### src/rtl/lpm_pkg.sv
package lpm_pkg;
  localparam int MODE_W = 4;
  localparam int REQ_W  = 2;
  localparam int SEL_W  = 2;
  localparam int SRAM_W = 2;

  typedef enum logic [MODE_W-1:0] {
    M_RUN  = 4'd0,
    M_HS   = 4'd1,
    M_WAIT = 4'd2,
    M_STOP = 4'd3,
    M_VLPR = 4'd4,
    M_VLPW = 4'd5,
    M_VLPS = 4'd6,
    M_LLSA = 4'd7,
    M_LLSB = 4'd8,
    M_VLLS = 4'd9
  } mode_e;

  localparam logic [REQ_W-1:0]  REQ_NORM = 2'd0;
  localparam logic [REQ_W-1:0]  REQ_HS   = 2'd1;
  localparam logic [REQ_W-1:0]  REQ_VLP  = 2'd2;

  localparam logic [SRAM_W-1:0] SRAM_ACT  = 2'd0;
  localparam logic [SRAM_W-1:0] SRAM_ALL  = 2'd1;
  localparam logic [SRAM_W-1:0] SRAM_PART = 2'd2;

  typedef struct packed {
    logic              core;
    logic              sys;
    logic              periph;
    logic              hs;
    logic              lp_reg;
    logic              lvd;
    logic              flash_slow;
    logic [SRAM_W-1:0] sram;
  } ctrl_t;

  function automatic mode_e ret_mode(mode_e m);
    return (m == M_VLPW || m == M_VLPS) ? M_VLPR : M_RUN;
  endfunction

  function automatic logic is_sleep(mode_e m);
    return !(m == M_RUN || m == M_HS || m == M_VLPR);
  endfunction
endpackage

### src/rtl/lpm_wake_sel.sv
module lpm_wake_sel
  import lpm_pkg::*;
(
  input  mode_e mode_i,
  input  logic  irq_wake_i,
  input  logic  async_wake_i,
  input  logic  ll_wake_i,
  input  logic  ll_irq_mask_i,
  output logic  wake_o,
  output logic  err_o
);
  always_comb begin
    wake_o = 1'b0;
    err_o  = 1'b0;
    unique case (mode_i)
      M_WAIT, M_VLPW: wake_o = irq_wake_i;
      M_STOP, M_VLPS: wake_o = async_wake_i;
      M_LLSA, M_LLSB: begin
        wake_o = ll_wake_i;
        err_o  = ll_wake_i & ll_irq_mask_i;
      end
      M_VLLS:         wake_o = ll_wake_i;
      default:        wake_o = 1'b0;
    endcase
  end
endmodule

### src/rtl/lpm_next.sv
module lpm_next
  import lpm_pkg::*;
(
  input  mode_e            mode_i,
  input  logic             waking_i,
  input  logic             wfi_i,
  input  logic             deep_i,
  input  logic [SEL_W-1:0] stop_sel_i,
  input  logic             req_vld_i,
  input  logic [REQ_W-1:0] req_i,
  input  logic             wake_i,
  output mode_e            mode_o,
  output logic             waking_o,
  output logic             enter_sleep_o
);
  mode_e stop_pick;

  always_comb begin
    unique case (stop_sel_i)
      2'd1:    stop_pick = M_LLSA;
      2'd2:    stop_pick = M_LLSB;
      2'd3:    stop_pick = M_VLLS;
      default: stop_pick = M_STOP;
    endcase
  end

  always_comb begin
    mode_o        = mode_i;
    waking_o      = 1'b0;
    enter_sleep_o = 1'b0;
    if (waking_i) begin
      mode_o = ret_mode(mode_i);
    end else begin
      unique case (mode_i)
        M_RUN: begin
          if (wfi_i) begin
            mode_o        = deep_i ? stop_pick : M_WAIT;
            enter_sleep_o = 1'b1;
          end else if (req_vld_i && req_i == REQ_HS) begin
            mode_o = M_HS;
          end else if (req_vld_i && req_i == REQ_VLP) begin
            mode_o = M_VLPR;
          end
        end
        M_HS: begin
          if (req_vld_i && req_i == REQ_NORM) mode_o = M_RUN;
        end
        M_VLPR: begin
          if (wfi_i) begin
            mode_o        = deep_i ? M_VLPS : M_VLPW;
            enter_sleep_o = 1'b1;
          end else if (req_vld_i && req_i == REQ_NORM) begin
            mode_o = M_RUN;
          end
        end
        default: waking_o = wake_i;
      endcase
    end
  end
endmodule

### src/rtl/lpm_out_dec.sv
module lpm_out_dec
  import lpm_pkg::*;
(
  input  mode_e mode_i,
  output ctrl_t ctrl_o
);
  always_comb begin
    ctrl_o = '{core: 1'b1, sys: 1'b1, periph: 1'b1, hs: 1'b0, lp_reg: 1'b0,
               lvd: 1'b1, flash_slow: 1'b0, sram: SRAM_ACT};
    unique case (mode_i)
      M_RUN: ;
      M_HS:  ctrl_o.hs = 1'b1;
      M_WAIT: ctrl_o.core = 1'b0;
      M_STOP: begin
        ctrl_o.core   = 1'b0;
        ctrl_o.sys    = 1'b0;
        ctrl_o.periph = 1'b0;
        ctrl_o.sram   = SRAM_ALL;
      end
      M_VLPR, M_VLPW: begin
        ctrl_o.core       = (mode_i == M_VLPR);
        ctrl_o.lp_reg     = 1'b1;
        ctrl_o.lvd        = 1'b0;
        ctrl_o.flash_slow = 1'b1;
      end
      default: begin
        ctrl_o.core       = 1'b0;
        ctrl_o.sys        = 1'b0;
        ctrl_o.periph     = 1'b0;
        ctrl_o.lp_reg     = 1'b1;
        ctrl_o.lvd        = 1'b0;
        ctrl_o.flash_slow = 1'b1;
        ctrl_o.sram       = (mode_i == M_LLSB) ? SRAM_PART : SRAM_ALL;
      end
    endcase
  end
endmodule

### src/rtl/lpm_ctrl.sv
module lpm_ctrl
  import lpm_pkg::*;
(
  input  logic              clk_i,
  input  logic              rst_ni,
  input  logic              run_req_vld_i,
  input  logic [REQ_W-1:0]  run_req_i,
  input  logic              deep_i,
  input  logic [SEL_W-1:0]  stop_sel_i,
  input  logic              wfi_i,
  input  logic              irq_wake_i,
  input  logic              async_wake_i,
  input  logic              ll_wake_i,
  input  logic              ll_irq_mask_i,
  output logic              core_clk_en_o,
  output logic              sys_clk_en_o,
  output logic              periph_clk_en_o,
  output logic              hs_clk_en_o,
  output logic              lp_reg_o,
  output logic              lvd_en_o,
  output logic              flash_slow_o,
  output logic [SRAM_W-1:0] sram_ret_o,
  output logic [MODE_W-1:0] mode_o,
  output logic              wake_err_o
);
  mode_e mode_q, mode_d, dec_mode;
  logic  waking_q, waking_d, err_q, err_d;
  logic  wake_hit, err_hit, enter_sleep;
  ctrl_t ctrl;

  lpm_wake_sel u_wake (
    .mode_i        (mode_q),
    .irq_wake_i    (irq_wake_i),
    .async_wake_i  (async_wake_i),
    .ll_wake_i     (ll_wake_i),
    .ll_irq_mask_i (ll_irq_mask_i),
    .wake_o        (wake_hit),
    .err_o         (err_hit)
  );

  lpm_next u_next (
    .mode_i        (mode_q),
    .waking_i      (waking_q),
    .wfi_i         (wfi_i),
    .deep_i        (deep_i),
    .stop_sel_i    (stop_sel_i),
    .req_vld_i     (run_req_vld_i),
    .req_i         (run_req_i),
    .wake_i        (wake_hit),
    .mode_o        (mode_d),
    .waking_o      (waking_d),
    .enter_sleep_o (enter_sleep)
  );

  // sticky until the next sleep entry
  always_comb begin
    err_d = err_q;
    if (enter_sleep)                         err_d = 1'b0;
    else if (!waking_q && wake_hit && err_hit) err_d = 1'b1;
  end

  always_ff @(posedge clk_i or negedge rst_ni) begin
    if (!rst_ni) begin
      mode_q   <= M_RUN;
      waking_q <= 1'b0;
      err_q    <= 1'b0;
    end else begin
      mode_q   <= mode_d;
      waking_q <= waking_d;
      err_q    <= err_d;
    end
  end

  // clocks follow the return mode during the wake cycle
  assign dec_mode = waking_q ? ret_mode(mode_q) : mode_q;

  lpm_out_dec u_dec (
    .mode_i (dec_mode),
    .ctrl_o (ctrl)
  );

  assign core_clk_en_o   = ctrl.core;
  assign sys_clk_en_o    = ctrl.sys;
  assign periph_clk_en_o = ctrl.periph;
  assign hs_clk_en_o     = ctrl.hs;
  assign lp_reg_o        = ctrl.lp_reg;
  assign lvd_en_o        = ctrl.lvd;
  assign flash_slow_o    = ctrl.flash_slow;
  assign sram_ret_o      = ctrl.sram;
  assign mode_o          = mode_q;
  assign wake_err_o      = err_q;
endmodule

### config.mk
export PLATFORM = sky130hd
export DESIGN_NAME = lpm_ctrl
export DESIGN_NICKNAME = d
export VERILOG_FILES = /design/src/rtl/lpm_pkg.sv /design/src/rtl/lpm_wake_sel.sv /design/src/rtl/lpm_next.sv /design/src/rtl/lpm_out_dec.sv /design/src/rtl/lpm_ctrl.sv
export SDC_FILE = /design/constraint.sdc
export NUM_CORES = 1
export LEC_CHECK = 0
export ABC_AREA = 1
export CORE_MARGIN = 2
export CORE_UTILIZATION = 30
export DETAILED_ROUTE_END_ITERATION = 16
export GPL_TIMING_DRIVEN = 0
export PLACE_DENSITY = 0.68
export SYNTH_ARGS = -nofsm -noshare
export SYNTH_HDL_FRONTEND = slang
export SYNTH_HIERARCHICAL = 1
export SYNTH_SLANG_ARGS = --single-unit
### constraint.sdc
create_clock -name clk_i -period 4.2 [get_ports clk_i]
set_clock_uncertainty 0.05 [all_clocks]
set_input_delay 0.42 -clock clk_i [delete_from_list [all_inputs] [get_ports clk_i]]
set_output_delay 0.42 -clock clk_i [all_outputs]
set_load 0.03 [all_outputs]
==> qor.txt, run 1 <==
=================================================================================
Overall die height                                                        52.6 um
Required time reported for the critical path endpoint                     3.73 ns
Gr ovfl total                                                                   0
Clock share of power                                                        0.055
Number of diodes                                                                0
Crit Path Max Fanout                                                           12
Post-synthesis instance total                                                 130
Worst-margin pin slew                                                    0.383 ns
R2r worst-path depth                                                            6
RSZ-0062 raised after global routing                                           no
Area delta synth->final                                                     44.9%
Top Family by Delay on Critical Path                                 buffers and inverters
Global-route wire length before repair                                    2790 um
Total number of H-tree levels                                                   1
Buffer type at the clock tree root                                   sky130_fd_sc_hd__clkbuf_4
Number of remaining DRC errors                                                  0
Post-route core utilization                                                 0.464
Count of nets after finishing                                                 174
Yosys synthesis warning count                                                   6
Library cell with the largest summed area after synthesis            sky130_fd_sc_hd__dfrtp_1
Post-cts hold buffer count                                                      0
Total die area                                                          2770 um^2
Placed cell count                                                             184
Post-synthesis net count                                                      143
Path category of the worst min-delay check                           input pin to asynchronous set/reset pin
Pin count of the biggest net entering global routing                           13
CTS tree                                                                      yes
Sum of buffers and inverters on the critical path                               3
Count of buffers inserted at the top-level ports                               26
Delay of the slowest cell on the worst path                               0.66 ns
Max-cap violations                                                              0
All-Layer GR Usage                                                          0.133
Number of endpoints with negative hold slack in the final report                0
Biggest area contributors in the synthesized netlist                 sky130_fd_sc_hd__dfrtp_1 (21%), sky130_fd_sc_hd__nand2_1 (20%), sky130_fd_sc_hd__inv_1 (13%), sky130_fd_sc_hd__nand3_1 (11%), sky130_fd_sc_hd__nor2_1 (10%)
Power per cell area                                                   898 nW/um^2
Netlist area before placement                                            708 um^2
Busiest layer in global routing                                              met2
Finish-stage setup viols                                                        0
Synthesized area divided by synthesized cell count                      5.45 um^2
GPL Wtd Cong                                                                0.847
Share of the clock period used by the worst path after layout               0.648
P_sw                                                                   0.000521 W
Synth cell types                                                               17
Combinational share of power                                                0.784
Number of antenna violations at the first check in global routing               0
Most common cell after layout, fill and taps aside                   sky130_fd_sc_hd__nand2_1
CTS-repair resized insts                                                        0
Number of buffers added by the clock tree synthesis step                        3
Internal power of the cells                                            0.000400 W
Clock period minus worst slack                                            2.72 ns
Number of detailed-route iterations in the first pass                           4
Cell type of the slowest stage on the worst timing path              sky130_fd_sc_hd__clkdlybuf4s50_1
Layout cell share with drive strength beyond 1                              0.138
Met3 global-route usage                                                   0.00857
Cell Chain, Critical Path                                            inv_1 > nand2_1 > nand3_1 > a21oi_1 > inv_1 > nand2_1 > nand2_1 > nand2_1 > clkdlybuf4s50_1
Category of the most critical setup path                             register to output port
Relative slew margins                                                       0.744
Via count of the first global-routing pass                                    739
Clk_lat worst skew                                                        0.24 ns
Drt initial violations                                                         13
Met2 routing resource usage after global routing                            0.240
Non-filler instance count after layout                                        187
Global-route track usage on met1                                            0.155
Antenna-violating nets left                                                     0
Clock tree sinks                                                                6
Number of logic stages on the critical path including buffering                 9
Maximum clock rate                                                        367 MHz
Maximum root-to-sink buffer count                                               2
Area taken by multi-input logic gates                                    438 um^2
Die X                                                                     52.6 um
Share of the yosys chip area belonging to registers                         0.212
VDD IR-drop max                                                        0.000303 V
Count of standard-cell rows                                                    17
Via density                                                                  4.60
Critical path startpoint category                                        register
Final Max Slew Viols                                                            0
DPL Wire Length                                                           1450 um
TNS Setup                                                                    0 ns
Register Area                                                            150 um^2
Proportion of total power due to net switching                              0.566
Initial Util                                                                0.320
CP arrival                                                                2.25 ns
Number of filler instances in the final layout                                252
Highest-count cells in the layout ignoring fill and taps             sky130_fd_sc_hd__nand2_1 (37), sky130_fd_sc_hd__clkdlybuf4s50_1 (26), sky130_fd_sc_hd__inv_1 (24)
Fraction of power consumed by sequential logic                              0.161
Vias after detailed routing                                                   861
Total detailed-routing wirelength                                         1800 um
Per-cell routed wire length                                               9.64 um
Number of storage elements in the synthesis netlist                             6
Ports placed on the boundary                                                   27
Status                                                                  completed
Clock slew seen by the registers of the worst setup and hold paths        0.04 ns
Crit. End Element                                                     output port
Fraction of post-synthesis cell area in the top cell type by area           0.212
Post-CTS setup buffers                                                          0
Overall power after layout                                             0.000921 W
Core Box Area                                                           2210 um^2
Critical path's most frequent cell                                   sky130_fd_sc_hd__nand2_1
Leakage power                                                            0.558 nW
=================================================================================
-- per-stage QoR --
step,area [um^2],hold slack [ns],worst slack [ns]
2_1_floorplan,708,0.0744,1.80
3_3_place_gp,1000,0.467,1.77
6_report,1030,0.367,1.48
4_1_cts,1030,0.368,1.46
3_5_place_dp,1000,0.473,1.72
5_1_grt,1030,0.376,1.32
-- path summary, 6_finish.rpt --
kind / startpoint / endpoint / slack [ns]
worst max-delay path: mode_o[0] / sram_ret_o[0] / 1.48
worst min-delay path: rst_ni / wake_err_o / 0.37
worst max register to register: mode_o[1] / mode_o[0] / 2.75
worst min register to register: wake_err_o / wake_err_o / 0.48
max in group asynchronous: rst_ni / mode_o[3] / 3.53
min in group clk_i: wake_err_o / wake_err_o / 0.48
-- Yosys cell counts (all sizes together) --
master / count
nand3: 15
nor2: 23
nand3b: 2
nor3: 1
inv: 28
buf: 2
nand2: 43
o21ai: 5
a21oi: 5
dfrtp: 6
-- final cells by class --
type / instances / share of cell area
multi-input cells: 94 / 0.427
plain buffers: 2 / 0.0146
inverters: 28 / 0.102
repair buffers: 26 / 0.254
well taps: 28 / 0.0341
flip-flops and latches: 6 / 0.146
clock buffers: 3 / 0.0220
-- metal layers --
| metal | up-vias | share of wire |
|---|---|---|
| met5 | - | 0 |
| met4 | 0 | 0.0083 |
| met3 | 2 | 0.038 |
| met2 | 22 | 0.52 |
| met1 | 386 | 0.43 |
| li1 | 451 | - |
-- flip-flops by register name, indices dropped and copies added (netlist names) --
| signal | cells |
|---|---|
| waking_q | 1 |
| mode_o | 4 |
| wake_err_o | 1 |
-- logic make-up (layout without fill, tap and decap cells) --
logic type      Yosys count  count (layout)  synth area share
flops                     6               6             0.212
simple gates             84              84             0.537
buf+inv                  30              59             0.170
compound gates           10              10            0.0813
-- power by group through the flow --
| stage | clock [W] | sequential [W] | combinational [W] |
|---|---|---|---|
| after global placement | 0 | 0.000147 | 0.000705 |
| after CTS | 0.0000530 | 0.000150 | 0.000725 |
| after detailed placement | 0 | 0.000150 | 0.000721 |
| final | 0.0000510 | 0.000148 | 0.000722 |
| after global routing | 0.0000552 | 0.000155 | 0.000785 |
| after floorplan | 0 | 0.000170 | 0.000457 |
(Power assumes the default switching activity.)
==> run 2, diff against run 1 <==
==> constraint.sdc (replaced) <==
create_clock -name clk_i -period 2.7 [get_ports clk_i]
set_clock_uncertainty 0.05 [all_clocks]
set_input_delay 0.27 -clock clk_i [delete_from_list [all_inputs] [get_ports clk_i]]
set_output_delay 0.27 -clock clk_i [all_outputs]
set_load 0.03 [all_outputs]
==> run 2 against run 1 <==
Die area did not move. Clock power increased by 55%. Register-to-register slack worse by 1.5 ns. Sequential power up 59%. Cell area grew 0.24%. Worst setup slack got worse by 1.2 ns. Utilization up 0.11 points. Global-route usage unchanged. Non-clock buffer count is the same. Combinational power rose by 55%. Largest cell class unchanged. Sequential share of layout area grew 0.21 points.
==> qor.txt, run 2 (synthesized netlist as in run 1, its figures left out) <==
=================================================================================
Final Max Slew Viols                                                            0
Count of nets after finishing                                                 174
Via count of the first global-routing pass                                    739
Layout cell share with drive strength beyond 1                              0.151
R2r worst-path depth                                                            6
Fraction of power consumed by sequential logic                              0.163
Clock tree sinks                                                                6
Drt initial violations                                                         14
Crit Path Max Fanout                                                           12
Number of antenna violations at the first check in global routing               0
CTS-repair resized insts                                                        0
CP arrival                                                                2.14 ns
Total number of H-tree levels                                                   1
Status                                                                  completed
Pin count of the biggest net entering global routing                           13
Clock slew seen by the registers of the worst setup and hold paths        0.04 ns
Count of buffers inserted at the top-level ports                               26
Highest-count cells in the layout ignoring fill and taps             sky130_fd_sc_hd__nand2_1 (37), sky130_fd_sc_hd__clkdlybuf4s50_1 (26), sky130_fd_sc_hd__inv_1 (24)
Share of the clock period used by the worst path after layout               0.911
Maximum root-to-sink buffer count                                               2
Required time reported for the critical path endpoint                     2.38 ns
Number of filler instances in the final layout                                254
Post-cts hold buffer count                                                      0
CTS tree                                                                      yes
VDD IR-drop max                                                        0.000471 V
Number of remaining DRC errors                                                  0
Category of the most critical setup path                             register to output port
Worst-margin pin slew                                                    0.327 ns
Global-route wire length before repair                                    2790 um
Number of detailed-route iterations in the first pass                           4
Path category of the worst min-delay check                           input pin to asynchronous set/reset pin
Power per cell area                                                  1400 nW/um^2
Crit. End Element                                                     output port
Finish-stage setup viols                                                        0
Gr ovfl total                                                                   0
Vias after detailed routing                                                   861
Ports placed on the boundary                                                   27
DPL Wire Length                                                           1450 um
GPL Wtd Cong                                                                0.847
Number of diodes                                                                0
Critical path startpoint category                                        register
Internal power of the cells                                            0.000626 W
Initial Util                                                                0.320
Per-cell routed wire length                                               9.66 um
Largest register FFs                                                            4
Leakage power                                                            0.555 nW
Buffer type at the clock tree root                                   sky130_fd_sc_hd__clkbuf_4
Combinational share of power                                                0.782
Most common cell after layout, fill and taps aside                   sky130_fd_sc_hd__nand2_1
All-Layer GR Usage                                                          0.133
Clock share of power                                                        0.055
Die X                                                                     52.6 um
Clk_lat worst skew                                                        0.24 ns
Count of standard-cell rows                                                    17
Overall die height                                                        52.6 um
Overall power after layout                                              0.00144 W
Setup slack of the most critical reg-to-reg path                          1.30 ns
Maximum clock rate                                                        407 MHz
Area delta synth->final                                                     45.2%
Total die area                                                          2770 um^2
Capturing point of the worst reg2reg path                               mode_o[0]
Total detailed-routing wirelength                                         1810 um
P_sw                                                                   0.000812 W
RSZ-0062 raised after global routing                                           no
Worst R2R Start                                                         mode_o[1]
Core Box Area                                                           2210 um^2
Via density                                                                  4.60
Clock period minus worst slack                                            2.46 ns
Post-CTS setup buffers                                                          0
Relative slew margins                                                       0.782
Proportion of total power due to net switching                              0.565
Number of endpoints with negative hold slack in the final report                0
TNS Setup                                                                    0 ns
Number of buffers added by the clock tree synthesis step                        3
Antenna-violating nets left                                                     0
Max-cap violations                                                              0
=================================================================================
[run 2: cell counts in the layout (fill, tap and decap cells not counted)]
Identical to the previous run, type by type.
[run 2: worst max path at each step]
stage	start	to	slack, ns	cells after the start
floorplan	mode_o[0]	lp_reg_o	0.45	6
global placement	mode_o[0]	sram_ret_o[0]	0.42	9
detailed placement	mode_o[0]	sram_ret_o[0]	0.37	9
CTS	mode_o[0]	sram_ret_o[0]	0.11	9
global route	mode_o[1]	sram_ret_o[0]	0.10	9
finish	mode_o[0]	sram_ret_o[0]	0.24	9
[run 2: worst max-delay path, stage by stage, from the launching register on]
cell and delay (ns):
sky130_fd_sc_hd__dfrtp_2 0.47, sky130_fd_sc_hd__inv_1 0.09, sky130_fd_sc_hd__nand2_1 0.07, sky130_fd_sc_hd__nand3_1 0.06, sky130_fd_sc_hd__a21oi_1 0.22, sky130_fd_sc_hd__inv_1 0.11
sky130_fd_sc_hd__nand2_1 0.10, sky130_fd_sc_hd__nand2_1 0.06, sky130_fd_sc_hd__nand2_1 0.06, sky130_fd_sc_hd__clkdlybuf4s50_1 0.66
[run 2: power groups by stage]
stage                     Sequential [W]  Combinational [W]  Clock [W]
final                           0.000235            0.00112  0.0000793
after global routing            0.000245            0.00122  0.0000858
after CTS                       0.000233            0.00113  0.0000825
after detailed placement        0.000234            0.00112          0
after global placement          0.000229            0.00110          0
after floorplan                 0.000264           0.000711          0
[run 2: final cells by class]
class	instances	area, um^2	area share
plain buffers	2	15.0	0.0146
well taps	28	35.0	0.0341
clock buffers	3	22.5	0.0219
multi-input cells	94	438	0.426
inverters	28	105	0.102
repair buffers	26	260	0.253
flip-flops and latches	6	153	0.148
[run 2: layer usage]
layer | GRT usage | up-vias | wire, um
met5 | 0 | - | 0
met4 | 0.0726 | 0 | 15
met1 | 0.155 | 386 | 788
met2 | 0.240 | 22 | 934
li1 | - | 451 | -
met3 | 0.00857 | 2 | 68
[run 2: stage by stage]
| step | area, um^2 | std cells | worst slack [ns] | hold slack, ns | utilization |
|---|---|---|---|---|---|
| after floorplan | 708 | 130 | 0.449 | -0.0756 | - |
| after global placement | 1000 | 184 | 0.424 | 0.464 | 0.454 |
| after detailed placement | 1000 | 184 | 0.372 | 0.473 | 0.454 |
| after CTS | 1030 | 187 | 0.107 | 0.218 | 0.464 |
| after global routing | 1030 | 187 | 0.101 | 0.226 | 0.465 |
| final | 1030 | 187 | 0.241 | 0.217 | 0.465 |
